`config.mk`:
```
export PLATFORM = sky130hd
export DESIGN_NAME = seqctl_top
export DESIGN_NICKNAME = d
export VERILOG_FILES = /design/src/rtl/seqctl_pkg.sv /design/src/rtl/seqctl_state_reg.sv /design/src/rtl/seqctl_next.sv /design/src/rtl/seqctl_out_dec.sv /design/src/rtl/seqctl_top.sv
export SDC_FILE = /design/constraint.sdc
export NUM_CORES = 1
export LEC_CHECK = 0
export BUFFER_PORTS_ARGS = -buffer_cell sky130_fd_sc_hd__buf_4
export CORE_AREA = 2 2 39 41
export DETAILED_ROUTE_END_ITERATION = 8
export DIE_AREA = 0 0 41 43
export PLACE_DENSITY = 0.69
export SLEW_MARGIN = 20
export SYNTH_ARGS = -nofsm -noshare
export SYNTH_HDL_FRONTEND = slang
export SYNTH_SLANG_ARGS = --single-unit
export TNS_END_PERCENT = 10
```
`constraint.sdc`:
```
create_clock -name clk -period 2.4 [get_ports clk]
set_input_delay 0.48 -clock clk [delete_from_list [all_inputs] [get_ports clk]]
set_output_delay 0.48 -clock clk [all_outputs]
set_load 0.03 [all_outputs]
```
`src/rtl/seqctl_pkg.sv`:
```
package seqctl_pkg;

    localparam int OPC_W   = 6;
    localparam int ST_W    = 4;
    localparam int BSEL_W  = 2;
    localparam int AOP_W   = 2;
    localparam int PCS_W   = 2;

    // Supported opcode values
    localparam logic [OPC_W-1:0] OPC_REG   = 6'h00;
    localparam logic [OPC_W-1:0] OPC_LOAD  = 6'h23;
    localparam logic [OPC_W-1:0] OPC_STORE = 6'h2B;
    localparam logic [OPC_W-1:0] OPC_BEQ   = 6'h04;
    localparam logic [OPC_W-1:0] OPC_JUMP  = 6'h02;

    // Cause codes
    localparam logic CAUSE_ILLEGAL = 1'b0;
    localparam logic CAUSE_OVF     = 1'b1;

    typedef enum logic [ST_W-1:0] {
        ST_FETCH   = 4'd0,
        ST_DECODE  = 4'd1,
        ST_LADDR   = 4'd2,
        ST_MREAD   = 4'd3,
        ST_LDWB    = 4'd4,
        ST_SADDR   = 4'd5,
        ST_MWRITE  = 4'd6,
        ST_REXEC   = 4'd7,
        ST_RWB     = 4'd8,
        ST_BRANCH  = 4'd9,
        ST_JUMP    = 4'd10,
        ST_ILLEGAL = 4'd11,
        ST_OVFL    = 4'd12,
        ST_TRAP    = 4'd13
    } state_e;

    typedef enum logic [BSEL_W-1:0] {
        BSEL_REG   = 2'd0,
        BSEL_FOUR  = 2'd1,
        BSEL_IMM   = 2'd2,
        BSEL_IMMSH = 2'd3
    } bsel_e;

    typedef enum logic [AOP_W-1:0] {
        AOP_ADD  = 2'd0,
        AOP_SUB  = 2'd1,
        AOP_FUNC = 2'd2,
        AOP_RSVD = 2'd3
    } aop_e;

    typedef enum logic [PCS_W-1:0] {
        PCS_ALU     = 2'd0,
        PCS_ALUREG  = 2'd1,
        PCS_JTGT    = 2'd2,
        PCS_HANDLER = 2'd3
    } pcsrc_e;

    typedef struct packed {
        logic   mem_rd;
        logic   mem_wr;
        logic   addr_data;
        logic   ir_ld;
        logic   a_reg;
        bsel_e  b_sel;
        aop_e   alu_op;
        logic   pc_ld;
        logic   pc_ld_cond;
        pcsrc_e pc_src;
        logic   dst_rd;
        logic   rf_we;
        logic   wb_mem;
        logic   epc_ld;
        logic   cause_ld;
        logic   cause_code;
    } ctrl_t;

    localparam ctrl_t CTRL_IDLE = '{
        mem_rd: 1'b0, mem_wr: 1'b0, addr_data: 1'b0, ir_ld: 1'b0,
        a_reg: 1'b0, b_sel: BSEL_REG, alu_op: AOP_ADD, pc_ld: 1'b0,
        pc_ld_cond: 1'b0, pc_src: PCS_ALU, dst_rd: 1'b0, rf_we: 1'b0,
        wb_mem: 1'b0, epc_ld: 1'b0, cause_ld: 1'b0, cause_code: 1'b0
    };

    // Opcode dispatch out of the decode state
    function automatic state_e dispatch(input logic [OPC_W-1:0] op);
        state_e d;
        case (op)
            OPC_REG:   d = ST_REXEC;
            OPC_LOAD:  d = ST_LADDR;
            OPC_STORE: d = ST_SADDR;
            OPC_BEQ:   d = ST_BRANCH;
            OPC_JUMP:  d = ST_JUMP;
            default:   d = ST_ILLEGAL;
        endcase
        return d;
    endfunction

endpackage

```
`src/rtl/seqctl_state_reg.sv`:
```
module seqctl_state_reg
    import seqctl_pkg::*;
(
    input  logic   clk,
    input  logic   rst,
    input  state_e nxt,
    output state_e cur
);
    always_ff @(posedge clk) begin
        if (rst) cur <= ST_FETCH;
        else     cur <= nxt;
    end
endmodule

```
`src/rtl/seqctl_next.sv`:
```
module seqctl_next
    import seqctl_pkg::*;
(
    input  state_e           cur,
    input  logic [OPC_W-1:0] opcode,
    input  logic             alu_ovf,
    output state_e           nxt
);
    always_comb begin
        nxt = ST_FETCH;
        case (cur)
            ST_FETCH:   nxt = ST_DECODE;
            ST_DECODE:  nxt = dispatch(opcode);   // only cycle that reads opcode
            ST_LADDR:   nxt = ST_MREAD;
            ST_MREAD:   nxt = ST_LDWB;
            ST_LDWB:    nxt = ST_FETCH;
            ST_SADDR:   nxt = ST_MWRITE;
            ST_MWRITE:  nxt = ST_FETCH;
            ST_REXEC:   nxt = alu_ovf ? ST_OVFL : ST_RWB;  // only cycle that reads overflow
            ST_RWB:     nxt = ST_FETCH;
            ST_BRANCH:  nxt = ST_FETCH;
            ST_JUMP:    nxt = ST_FETCH;
            ST_ILLEGAL: nxt = ST_TRAP;
            ST_OVFL:    nxt = ST_TRAP;
            ST_TRAP:    nxt = ST_FETCH;
            default:    nxt = ST_FETCH;
        endcase
    end
endmodule

```
`src/rtl/seqctl_out_dec.sv`:
```
module seqctl_out_dec
    import seqctl_pkg::*;
(
    input  state_e cur,
    output ctrl_t  ctrl
);
    always_comb begin
        ctrl = CTRL_IDLE;
        case (cur)
            ST_FETCH: begin
                ctrl.mem_rd = 1'b1;
                ctrl.ir_ld  = 1'b1;
                ctrl.b_sel  = BSEL_FOUR;
                ctrl.pc_ld  = 1'b1;
                ctrl.pc_src = PCS_ALU;
            end
            ST_DECODE: begin
                ctrl.b_sel  = BSEL_IMMSH;
            end
            ST_LADDR, ST_SADDR: begin
                ctrl.a_reg  = 1'b1;
                ctrl.b_sel  = BSEL_IMM;
            end
            ST_MREAD: begin
                ctrl.mem_rd    = 1'b1;
                ctrl.addr_data = 1'b1;
            end
            ST_LDWB: begin
                ctrl.rf_we  = 1'b1;
                ctrl.wb_mem = 1'b1;
            end
            ST_MWRITE: begin
                ctrl.mem_wr    = 1'b1;
                ctrl.addr_data = 1'b1;
            end
            ST_REXEC: begin
                ctrl.a_reg  = 1'b1;
                ctrl.alu_op = AOP_FUNC;
            end
            ST_RWB: begin
                ctrl.dst_rd = 1'b1;
                ctrl.rf_we  = 1'b1;
            end
            ST_BRANCH: begin
                ctrl.a_reg      = 1'b1;
                ctrl.alu_op     = AOP_SUB;
                ctrl.pc_ld_cond = 1'b1;
                ctrl.pc_src     = PCS_ALUREG;
            end
            ST_JUMP: begin
                ctrl.pc_ld  = 1'b1;
                ctrl.pc_src = PCS_JTGT;
            end
            ST_ILLEGAL: begin
                ctrl.cause_ld   = 1'b1;
                ctrl.cause_code = CAUSE_ILLEGAL;
            end
            ST_OVFL: begin
                ctrl.cause_ld   = 1'b1;
                ctrl.cause_code = CAUSE_OVF;
            end
            ST_TRAP: begin
                ctrl.epc_ld = 1'b1;
                ctrl.b_sel  = BSEL_FOUR;
                ctrl.alu_op = AOP_SUB;
                ctrl.pc_ld  = 1'b1;
                ctrl.pc_src = PCS_HANDLER;
            end
            default: ctrl = CTRL_IDLE;
        endcase
    end
endmodule

```
`src/rtl/seqctl_top.sv`:
```
module seqctl_top
    import seqctl_pkg::*;
(
    input  logic             clk,
    input  logic             rst,
    input  logic [OPC_W-1:0] opcode,
    input  logic             alu_ovf,
    output logic             mem_rd,
    output logic             mem_wr,
    output logic             addr_sel_data,
    output logic             ir_load,
    output logic             alu_a_sel,
    output logic [BSEL_W-1:0] alu_b_sel,
    output logic [AOP_W-1:0] alu_op,
    output logic             pc_load,
    output logic             pc_load_cond,
    output logic [PCS_W-1:0] pc_src,
    output logic             wr_dst_rd,
    output logic             rf_we,
    output logic             wb_from_mem,
    output logic             epc_load,
    output logic             cause_load,
    output logic             cause_code
);
    state_e cur_st;
    state_e nxt_st;
    ctrl_t  ctrl;

    seqctl_state_reg u_state (
        .clk (clk),
        .rst (rst),
        .nxt (nxt_st),
        .cur (cur_st)
    );

    seqctl_next u_next (
        .cur     (cur_st),
        .opcode  (opcode),
        .alu_ovf (alu_ovf),
        .nxt     (nxt_st)
    );

    seqctl_out_dec u_dec (
        .cur  (cur_st),
        .ctrl (ctrl)
    );

    assign mem_rd        = ctrl.mem_rd;
    assign mem_wr        = ctrl.mem_wr;
    assign addr_sel_data = ctrl.addr_data;
    assign ir_load       = ctrl.ir_ld;
    assign alu_a_sel     = ctrl.a_reg;
    assign alu_b_sel     = ctrl.b_sel;
    assign alu_op        = ctrl.alu_op;
    assign pc_load       = ctrl.pc_ld;
    assign pc_load_cond  = ctrl.pc_ld_cond;
    assign pc_src        = ctrl.pc_src;
    assign wr_dst_rd     = ctrl.dst_rd;
    assign rf_we         = ctrl.rf_we;
    assign wb_from_mem   = ctrl.wb_mem;
    assign epc_load      = ctrl.epc_ld;
    assign cause_load    = ctrl.cause_ld;
    assign cause_code    = ctrl.cause_code;
endmodule

```
* After elaboration in Yosys (flattened, before gate mapping)
Index checks and enable logic that the tools add are counted.
** Storage, ports and cells
- Input bits :: 9
- Word-level logic and storage cells :: 47
- Output and inout bits :: 19
- Register bits :: 4
** Operators by class
- Eq/ne operators :: 17
- Mux-type cells :: 18
- Reductions and logical operators :: 11
** Operators with widths (count)
- 4-bit one-hot mux with 7 select lines :: 1
- 4-bit == test, second input constant :: 6
- 4-bit one-hot mux with 5 select lines :: 1
- 4-bit by 3-bit == test with 1-bit output, second input constant :: 4
- 2-bit OR reduction :: 7
- 6-bit == test, second input constant :: 2
- 2-bit one-hot mux with 3 select lines :: 2
- 1-bit 2-to-1 mux :: 11
- 4-bit by 2-bit == test with 1-bit output, second input constant :: 2
- 2-bit one-hot mux with 2 select lines :: 2
- 6-bit by 2-bit == test with 1-bit output, second input constant :: 1
- 6-bit by 3-bit == test with 1-bit output, second input constant :: 1
- 6-bit logical NOT :: 1
- 4-bit by 1-bit == test with 1-bit output, second input constant :: 1
- 4-bit logical NOT :: 1
- 4-bit OR reduction :: 1
- 3-bit 2-to-1 mux :: 1
- 3-bit OR reduction :: 1

* Depth between registers and ports, before layout
Gate-level depths: netlist of the first run.
- Word-level depth :: 3
- Depth in mapped cells :: 6
- Gate-level depth less buffers :: 5

* Hierarchy
A second synthesis of the first run with hierarchy kept.
** Unflattened totals
- Cell total of the unflattened synthesis :: 79
- Area, all modules :: 606.8 um^2
** Modules (own cells, without submodules)
- seqctl_out_dec :: times used 1, cells an instance 40, area each 254.0 um^2, seq. area each 0.0 um^2
- seqctl_next :: times used 1, cells an instance 31, area each 247.7 um^2, seq. area each 0.0 um^2
- seqctl_state_reg :: times used 1, cells an instance 8, area each 105.1 um^2, seq. area each 80.1 um^2

* Worst setup path before layout of the first run
No wires, ideal clock.
- Path kind :: flip-flop to output port
- From :: register u_state.cur[2]
- To :: output alu_a_sel
- Cell stages (with the launch flop) :: 5
- Arrival time :: 1.566 ns
- Slack :: 0.354 ns
- Cells stage by stage :: dfxtp_1 -> buf_2 -> or2_2 -> buf_2 -> o21ai_0
** Between the ends
- Longest elaborated chain between the ends :: 3
- Elaborated cells on any way between the ends :: 6
** RTL lines
- from (decl) :: line seqctl_state_reg.sv:7 : output state_e cur
- from (signal assigned) :: line seqctl_state_reg.sv:11 : else cur <= nxt;
- 4-bit by 2-bit == test with 1-bit output, or another cell as far along :: line seqctl_out_dec.sv:9 : case (cur)
- 4-bit OR reduction (no source line) (*)
- 1-bit 2-to-1 mux (*) :: line seqctl_out_dec.sv:9
- to (decl) :: line seqctl_top.sv:12 : output logic alu_a_sel,
Every way passes the cells marked *; elsewhere a longest branch is shown, timed or not.

* Final worst setup path of the first run
- From :: register u_state.cur[2]
- To :: output pc_load
** Between the ends
- Longest elaborated chain between the ends :: 3
- Elaborated cells on any way between the ends :: 5
** RTL lines
- 4-bit == test or 4-bit logical NOT (tied branches) :: line seqctl_out_dec.sv:9
- 3-bit OR reduction (no source line) (*)
- 1-bit 2-to-1 mux (*) :: line seqctl_out_dec.sv:9
- to (decl) :: line seqctl_top.sv:15 : output logic pc_load,
Marks and branches as above.

==> summary.txt, run 1 <==
Detailed routing
  • Met3 wire len: roughly 90 µm
  • Met2 Routed Length: 607 µm
  • DRT antenna net count: 0
  • Via-per-instance ratio: ~5.2
  • Max layer used: met3
  • Vias: 610
  • Remaining DRCs: 0
  • WL per Instance: between 10 and 15 µm
  • Met1 WL: about 560 µm
  • DR iter-0 viols: 7
  • DR pass1 iterations: 4
  • Post-Route WL: approximately 1300 µm

Die
  • CORE AREA: 0.001384 mm²
  • Standard-cell rows: 14
  • Starting Density: a little over a third
  • I/O pin total: 28
  • Die height: ~43 µm
  • Die width: slightly above 40 µm
  • Die area: 0.001763 mm²

Worst setup path
  • Crit Path Max Fanout: 11
  • Worst Setup EP: pc_load
  • R2r setup slk: 0.89 ns
  • RR Startpoint: u_state.cur[1]
  • Critical path launch point type: flip-flop
  • Worst R2R Path Depth: 4
  • Worst path required time: approximately 1.9 ns
  • R2R Path End: u_state.cur[1]
  • CP endpoint kind: primary output
  • CP arrival: approximately 1.6 ns
  • Crit path from: u_state.cur[2]
  • Crit Path Category: reg -> out

STA
  • Post-route setup slack: between 0.3 and 0.4 ns
  • Max Freq: just under 500 MHz
  • Least-Margin Pin Slew: between 0.4 and 0.5 ns
  • Max-slew headroom: between 70% and 80%
  • Final hold vios: 0
  • Final clock skew: just under 0.006 ns
  • Final min period: 2.044 ns
  • Hold slack: between 0.5 and 0.6 ns
  • Final worst path period share: roughly 85%
  • TNS Setup: 0 ns
  • Final setup violation count: 0
  • Unrepaired setup endpoints after global routing: no
  • Max Slew Vio Count: 0

Global route
  • Via count of the first global-routing pass: ~490
  • Initial antenna violation count: 0
  • GRT overflow: 0
  • Largest net degree at the start of global routing: 16
  • First-pass GRT wire length: about 1900 µm
  • GRT Total Usage: ~15%

Place
  • Final HPWL DP: between 1000 and 1500 µm
  • Placed Cells: between 100 and 150
  • Dpl ws: a little over 0.6 ns
  • PortBufs: 27
  • Gpl congestion: 0.8046

Final layout
  • Non-Filler Instances: 117
  • Filler cells: about 150
  • Largest Register: u_state.cur
  • Ant diodes: 0
  • Area Growth Syn to Fin: 43.47%
  • Nets: 112
  • Largest registers: u_state.cur (4)
  • Max reg flops: 4
  • Core Util, Final: roughly half
  • Share of cells above drive strength 1: a little over a third

Synth
  • Syn Area/Cell: ~6.6 µm²
  • Synth cell count leaders: 13 x nor2_1, 6 x nand2b_1, 5 x a21oi_1, 5 x nand3_1
  • Post-Syn Nets: 85
  • Post-Synthesis Cells: between 70 and 80
  • Largest cells by area after synthesis: dfxtp_1 16%, nor2_1 9.8%, nand2b_1 7.5%, a21oi_1 5.0%, nand3_1 5.0%
  • Distinct cells, synth: 31
  • Post-Synthesis Cell Area: between 400 and 500 µm²
  • Post-synth EDFFs: 0
  • Synthesized flop and latch total: 4
  • YS warnings: 0
  • Register area share after synthesis: ~16%
  • Asr flop ratio synth: 0%
  • Leading area contributor after synthesis: dfxtp_1
  • Top FF cell, synth: dfxtp_1
  • Most frequent cell after synthesis: nor2_1
  • Yosys top cell area share: ~16%

Clock network
  • Clk sink count: 4
  • Post-CTS Setup Bufs: 0
  • Post-CTS Hold Buffers: 0
  • CTS tree: yes
  • Root Buffer: clkbuf_4
  • Num CTS Buffers: 3
  • Max H-tree Level: 1
  • Clock buffer depth: 2
  • Worst-Skew Late Latency: 0.24 ns
  • Resize count post-CTS: 0
  • Clock transition at the registers of the reported paths: ~0.04 ns

Status
  • Run status: finished, final reports clean

Hold path
  • Worst Hold Path Cells: 2
  • Hold crit path type: in -> reg

Flow run
  • Max cap viols: 0

Pwr
  • Worst vdd ir: 0.3995 mV
  • PD cells: just over 900 mW/mm²
  • Leakage Power: 0.3389 nW
critical path, stage by stage, from the launching register on:
cell and delay [ns]:
dfxtp_1 0.40, or2_2 0.41, o21a_1 0.19, o22ai_1 0.14
buf_4 0.19
cells in the final DEF, fill, tap and decap left out, drive strengths merged, types with 2 or more instances in the layout:
cell / count
a31oi: 2
o21ai: 5
inv: 3
dfxtp: 4
a31o: 2
nand3: 5
clkbuf: 3
nor2: 13
buf: 27
or2: 2
and2: 3
nand2: 3
nor3: 2
o21a: 3
nand2b: 6
a21oi: 5
through the flow:
| step | instance area (µm²) | total power, mW |
|---|---|---|
| floorplan | 498.0 | 0.4375 |
| global placement | 691.9 | 0.5638 |
| detailed placement | 691.9 | 0.5672 |
| CTS | 714.4 | 0.6556 |
| global route | 714.4 | 0.6966 |
| finish | 714.4 | 0.6479 |
cells by family (layout without fill, tap and decap cells):
| family | after synthesis | count (layout) | synth area share (%) |
|---|---|---|---|
| DFF | 4 | 4 | 16.08 |
| muxes | 1 | 1 | 2.010 |
| and+or+nand+nor | 39 | 39 | 40.96 |
| buffers and inverters | 8 | 33 | 8.041 |
| xor gates and xnor gates | 2 | 2 | 3.518 |
| AOI/OAI and AO/OA | 22 | 22 | 29.40 |
layout make-up:
| class | instances | area (µm²) | area share, % |
|---|---|---|---|
| Clock buffer | 3 | 22.52 | 3.152 |
| Multi-Input combinational cell | 64 | 377.9 | 52.89 |
| Tap cell | 16 | 20.02 | 2.802 |
| Timing Repair Buffer | 27 | 202.7 | 28.37 |
| Inverter | 3 | 11.26 | 1.576 |
| Sequential cell | 4 | 80.08 | 11.21 |
worst min path at each step:
stage	endpoint	from	slack [ns]
floorplan	u_state.cur[2]	u_state.cur[1]	0.62
global placement	u_state.cur[2]	u_state.cur[0]	0.66
detailed placement	u_state.cur[2]	u_state.cur[0]	0.66
CTS	u_state.cur[1]	opcode[4]	0.50
global route	u_state.cur[1]	opcode[4]	0.50
finish	u_state.cur[1]	opcode[4]	0.51
layer usage:
layer,track usage [%],up-vias
met3,3.141,0
met2,23.75,25
met5,0,-
met1,18.85,262
met4,8.000,0
li1,-,323
power by group:
group / total [mW] / switching (mW) / internal [mW]
sequential: 0.124 / 0.0419 / 0.0819
clock: 0.0835 / 0.0276 / 0.0559
combinational: 0.441 / 0.267 / 0.174
total: 0.648 / 0.336 / 0.312
Note: power is estimated with default switching activity, not from simulation.
==> run 2, diff against run 1 <==
--- a/config.mk
+++ b/config.mk
@@ -6,10 +6,12 @@
 export NUM_CORES = 1
 export LEC_CHECK = 0
 export BUFFER_PORTS_ARGS = -buffer_cell sky130_fd_sc_hd__buf_4
-export CORE_AREA = 2 2 39 41
+export CELL_PAD_IN_SITES_DETAIL_PLACEMENT = 1
+export CELL_PAD_IN_SITES_GLOBAL_PLACEMENT = 1
+export CORE_MARGIN = 2
+export CORE_UTILIZATION = 29
 export DETAILED_ROUTE_END_ITERATION = 8
-export DIE_AREA = 0 0 41 43
-export PLACE_DENSITY = 0.69
+export PLACE_DENSITY_LB_ADDON = 0.1
 export SLEW_MARGIN = 20
 export SYNTH_ARGS = -nofsm -noshare
 export SYNTH_HDL_FRONTEND = slang
==> run 2 against run 1 <==
Effect of this change:
- first-iteration DRC count decreased by 43%
- largest cell class unchanged
- fmax down 1.2%
- critical endpoint unchanged
- core utilization shrank 5.8 points
- highest routed layer is now met4
==> summary.txt, run 2 (synthesized netlist as in run 1, its figures left out) <==
STA
  • Max Freq: 483.5 MHz (-1.2%)
  • Final clock skew: 0.01078 ns (+0.004850 ns)
  • Final setup violation count: 0 (unchanged)
  • Unrepaired setup endpoints after global routing: no
  • Least-Margin Pin Slew: 0.4422 ns (+0.03144 ns)
  • Final hold vios: 0 (unchanged)
  • Max Slew Vio Count: 0 (unchanged)
  • Post-route setup slack: 0.3317 ns (-0.02453 ns)
  • Max-slew headroom: 70.48% (-2.1 points)
  • TNS Setup: 0 ns (unchanged)
  • Final worst path period share: 86.18% (+1.0 points)
  • Final min period: 2.068 ns (+0.02453 ns)

Pwr
  • PD cells: 929.7 mW/mm² (+2.5%)
  • PnR Total Power: 664.2 µW (+2.5%)
  • Leakage Power: 0.3389 nW (unchanged)
  • Worst vdd ir: 0.3797 mV (-5.0%)

Global route
  • GRT Total Usage: 16.48% (+1.1 points)
  • Largest net degree at the start of global routing: 16 (unchanged)
  • Via count of the first global-routing pass: 554 (+14%)
  • First-pass GRT wire length: 2421 µm (+27%)
  • Initial antenna violation count: 0 (unchanged)
  • GRT overflow: 0 (unchanged)

Detailed routing
  • DRT antenna net count: 0 (unchanged)
  • Post-Route WL: 1518 µm (+21%)
  • DR pass1 iterations: 2 (-2)
  • Remaining DRCs: 0 (unchanged)
  • Vias: 627 (+2.8%)
  • DR iter-0 viols: 4 (-3)
  • Via-per-instance ratio: 5.359 (+2.8%)
  • WL per Instance: 12.97 µm (+21%)

Final layout
  • Max reg flops: 4 (unchanged)
  • Most common cell after layout, fill and taps aside: buf_4
  • Area Growth Syn to Fin: 43.47% (unchanged)
  • Core Util, Final: 45.83% (-5.8 points)
  • Nets: 112 (unchanged)
  • Most frequent cells in the layout: 27 x buf_4, 13 x nor2_1, 6 x nand2b_1
  • Share of cells above drive strength 1: 35.64% (unchanged)
  • Largest Register: u_state.cur
  • Fin area: 714.4 µm² (unchanged)
  • Ant diodes: 0 (unchanged)
  • Largest registers: u_state.cur (4)

Clock network
  • Clock buffer depth: 2 (unchanged)
  • Clk sink count: 4 (unchanged)
  • Clock transition at the registers of the reported paths: 0.05 ns (about the same)
  • Post-CTS Setup Bufs: 0 (unchanged)
  • Root Buffer: clkbuf_4
  • Max H-tree Level: 1 (unchanged)
  • Post-CTS Hold Buffers: 0 (unchanged)
  • Num CTS Buffers: 3 (unchanged)
  • CTS tree: yes
  • Resize count post-CTS: 0 (unchanged)
  • Worst-Skew Late Latency: 0.25 ns (about the same)

Die
  • Die width: 45.44 µm (+11%)
  • CORE AREA: 0.001559 mm² (+13%)
  • Die area: 0.002065 mm² (+17%)
  • I/O pin total: 28 (unchanged)
  • Starting Density: 31.94% (-4.0 points)
  • Standard-cell rows: 14 (unchanged)
  • Die height: 45.44 µm (+5.7%)

Worst setup path
  • Critical path launch point type: flip-flop
  • Crit Path Max Fanout: 11 (unchanged)
  • R2r setup slk: 0.87 ns (-0.02 ns)
  • Critical path, cell by cell: or2_2 -> o21a_1 -> o22ai_1 -> buf_4
  • Worst path required time: 1.92 ns (about the same)
  • CP peak stage delay: 0.42 ns (about the same)
  • CP arrival: 1.59 ns (+0.03 ns)
  • CP endpoint kind: primary output
  • Crit Path Category: reg -> out
  • Critical-path top delay cell: or2_2

Place
  • Final HPWL DP: 1173 µm (+16%)
  • Cell Area, Placed: 691.9 µm² (unchanged)
  • Dpl ws: 0.5924 ns (-0.01632 ns)
  • Gpl congestion: 0.7656 (-4.8%)
  • PortBufs: 27 (unchanged)

Status
  • Run status: finished, final reports clean

Flow run
  • Max cap viols: 0 (unchanged)

Hold path
  • Hold crit path type: in -> reg
## run 2: cell counts in the layout (fill, tap and decap cells not counted)
No cell type changed its count.
## run 2: through the flow
stage          cells  hold slack [ns]
2_1_floorplan     76           0.6204
3_3_place_gp     114           0.6624
3_5_place_dp     114           0.6754
4_1_cts          117           0.4871
6_report         117           0.4907
5_1_grt          117           0.5062
## run 2: where the power goes
group | internal, mW | total [mW] | switching [mW]
registers | 0.0818 | 0.126 | 0.0446
clock network | 0.0564 | 0.0913 | 0.0349
logic | 0.174 | 0.447 | 0.273
total | 0.312 | 0.664 | 0.352
## run 2: final cells by class
cell class / instances / area (µm²)
clock buffer: 3 / 22.52
fill: 224 / 844.6
inverter: 3 / 11.26
multi-input combinational: 64 / 377.9
sequential: 4 / 80.08
tap: 16 / 20.02
timing repair buffer: 27 / 202.7
## run 2: metal layers
| metal | wire length, µm | global-route usage (%) |
|---|---|---|
| met5 | 0 | 0 |
| met4 | 42 | 13.53 |
| met3 | 83 | 1.587 |
| met2 | 714 | 25.07 |
| met1 | 676 | 20.77 |
## run 2: worst paths after layout
kind	startpoint	cells after the start	to
max reg2reg	u_state.cur[1]	4	u_state.cur[1]
min reg2reg	u_state.cur[0]	2	u_state.cur[2]
max	u_state.cur[2]	4	pc_load
min	opcode[4]	2	u_state.cur[1]
## run 2: worst max-delay path, delay by kind of cell (launching register included)
family	cells	cell delay [ns]
compound gates	2	0.33
buf+inv	1	0.19
flops	1	0.41
simple gates	1	0.42
==> run 3, diff against run 2 <==
--- a/config.mk
+++ b/config.mk
@@ -9,7 +9,7 @@
 export CELL_PAD_IN_SITES_DETAIL_PLACEMENT = 1
 export CELL_PAD_IN_SITES_GLOBAL_PLACEMENT = 1
 export CORE_MARGIN = 2
-export CORE_UTILIZATION = 29
+export CORE_UTILIZATION = 27
 export DETAILED_ROUTE_END_ITERATION = 8
 export PLACE_DENSITY_LB_ADDON = 0.1
 export SLEW_MARGIN = 20
==> constraint.sdc (replaced) <==
create_clock -name clk -period 2 [get_ports clk]
set_input_delay 0.4 -clock clk [delete_from_list [all_inputs] [get_ports clk]]
set_output_delay 0.4 -clock clk [all_outputs]
set_load 0.03 [all_outputs]
==> run 3 against run 2 <==
Effect of this change:
- sequential cell count is the same
- final cell count increased by 9.4%
- core utilization decreased by 2.8 points
- highest routed layer unchanged
==> summary.txt, run 3 (synthesized netlist as in run 1, its figures left out) <==
Status
  • Run status: finished, final reports clean

Worst setup path
  • CP arrival: 1.47 ns (-0.12 ns)
  • Worst R2R Path Depth: 4 (unchanged)
  • CP endpoint kind: primary output
  • Worst path required time: 1.60 ns (-0.32 ns)
  • CP bufs+invs: 1 (unchanged)
  • Crit Path Max Fanout: 11 (unchanged)
  • CP delay by family, top: flip-flops
  • CP peak stage delay: 0.53 ns (+0.11 ns)
  • R2R Path End: u_state.cur[1]
  • Crit Path Category: reg -> out
  • Critical path, cell by cell: nand2b_1 -> o21ai_0 -> nand2_1 -> o21ai_0 -> buf_4
  • R2r setup slk: 0.62 ns (-0.25 ns)
  • Most common cell on crit path: o21ai_0
  • Critical path launch point type: flip-flop
  • RR Startpoint: u_state.cur[1]
  • Critical-path top delay cell: dfxtp_1

STA
  • Max Freq: ~540 MHz
  • Final clock skew: 0.004770 ns (-0.006009 ns)
  • Max Slew Vio Count: 0 (unchanged)
  • Final min period: between 1.5 and 2 ns
  • Unrepaired setup endpoints after global routing: no
  • Final setup violation count: 0 (unchanged)
  • Max-slew headroom: 75.61% (+5.1 points)
  • Least-Margin Pin Slew: 0.3653 ns (-0.07691 ns)
  • Final hold vios: 0 (unchanged)
  • TNS Setup: 0 ns (unchanged)
  • Final worst path period share: roughly 93%
  • Hold slack: 0.4322 ns (-0.05844 ns)
  • Post-route setup slack: 0.1316 ns (-0.2000 ns)

Clock network
  • Num CTS Buffers: 3 (unchanged)
  • Max H-tree Level: 1 (unchanged)
  • CTS tree: yes
  • Clock buffer depth: 2 (unchanged)
  • Resize count post-CTS: 0 (unchanged)
  • Clock transition at the registers of the reported paths: 0.04 ns (about the same)
  • Post-CTS Setup Bufs: 0 (unchanged)
  • Clk sink count: 4 (unchanged)
  • Post-CTS Hold Buffers: 0 (unchanged)
  • Worst-Skew Late Latency: 0.24 ns (about the same)
  • Root Buffer: clkbuf_4

Global route
  • GRT Total Usage: 14.12% (-2.4 points)
  • Largest net degree at the start of global routing: 12 (-4)
  • First-pass GRT wire length: 2263 µm (-6.5%)
  • GRT overflow: 0 (unchanged)
  • Initial antenna violation count: 0 (unchanged)
  • Via count of the first global-routing pass: 524 (-5.4%)

Detailed routing
  • DR pass1 iterations: 2 (unchanged)
  • DRT antenna net count: 0 (unchanged)
  • Met1 WL: 709 µm (+4.9%)
  • Met3 wire len: 65 µm (-22%)
  • DR iter-0 viols: 5 (+1)
  • Post-Route WL: 1503 µm (-0.99%)
  • Met2 Routed Length: 719 µm (+0.70%)
  • Max layer used: met4
  • Via-per-instance ratio: 4.867 (-9.2%)
  • Remaining DRCs: 0 (unchanged)
  • Vias: 623 (-0.64%)
  • WL per Instance: 11.74 µm (-9.5%)

Die
  • CORE AREA: 0.001727 mm² (+11%)
  • I/O pin total: 28 (unchanged)
  • Die area: 0.002204 mm² (+6.7%)
  • Die width: 46.95 µm (+3.3%)
  • Standard-cell rows: 15 (+1)
  • Starting Density: 28.84% (-3.1 points)
  • Die height: 46.95 µm (+3.3%)

Place
  • Final HPWL DP: 1220 µm (+4.0%)
  • PortBufs: 27 (unchanged)
  • Placed Cells: 125 (+9.6%)
  • Dpl ws: 0.3019 ns (-0.2905 ns)
  • Gpl congestion: 0.7139 (-6.8%)

Hold path
  • Hold Path End: u_state.cur[1]
  • Min-delay src: opcode[4]
  • Worst Hold Path Cells: 2 (unchanged)
  • Hold crit path type: in -> reg

Final layout
  • Most frequent cells in the layout: 29 x buf_4, 13 x nor2_1, 6 x nand2b_1
  • Non-Filler Instances: 128 (+9.4%)
  • Nets: 114 (+1.8%)
  • Largest Register: u_state.cur
  • Share of cells above drive strength 1: 36.89% (+1.2 points)
  • Most common cell after layout, fill and taps aside: buf_4
  • Largest registers: u_state.cur (4)
  • Area Growth Syn to Fin: 49.25%
  • Filler cells: 242 (+8.0%)
  • Max reg flops: 4 (unchanged)
  • Ant diodes: 0 (unchanged)

Pwr
  • PD cells: 1089 mW/mm² (+17%)
  • Worst vdd ir: 0.4830 mV (+27%)
  • Leakage Power: 0.3484 nW (+2.8%)

Flow run
  • Max cap viols: 0 (unchanged)
==> run 3: worst max-delay path by stage <==
stage,from,cells after the start,to
3_5_place_dp,u_state.cur[2],4,pc_load
6_report,u_state.cur[2],5,alu_a_sel
2_1_floorplan,u_state.cur[2],4,alu_a_sel
5_1_grt,u_state.cur[3],5,alu_a_sel
3_3_place_gp,u_state.cur[2],4,pc_load
4_1_cts,u_state.cur[2],4,pc_load
==> run 3: power breakdown <==
group / switching, mW / internal [mW] / total, mW
Sequential: 0.0363 / 0.0982 / 0.135
Combinational: 0.348 / 0.225 / 0.573
Clock: 0.0348 / 0.0673 / 0.102
==> run 3: area by class of cell <==
class / count / area (µm²) / area share (%)
Clock buffer: 3 / 22.52 / 3.030
Tap cell: 25 / 31.28 / 4.209
Sequential cell: 4 / 80.08 / 10.77
Multi-Input combinational cell: 64 / 380.4 / 51.18
Timing Repair Buffer: 29 / 217.7 / 29.29
Inverter: 3 / 11.26 / 1.515
==> run 3: metrics by stage <==
stage | total power, mW | cell area (µm²) | utilization (%)
floorplan | 0.5250 | 498.0 | -
finish | 0.8095 | 743.2 | 43.04
CTS | 0.8171 | 740.7 | 42.90
global placement | 0.7080 | 718.2 | 41.59
global route | 0.8712 | 743.2 | 43.04
detailed placement | 0.7073 | 718.2 | 41.59
==> run 3: per-layer routing <==
metal | vias up | GRT usage (%)
met3 | 2 | 1.154
met5 | - | 0
li1 | 323 | -
met2 | 20 | 22.74
met4 | 0 | 5.000
met1 | 278 | 19.68
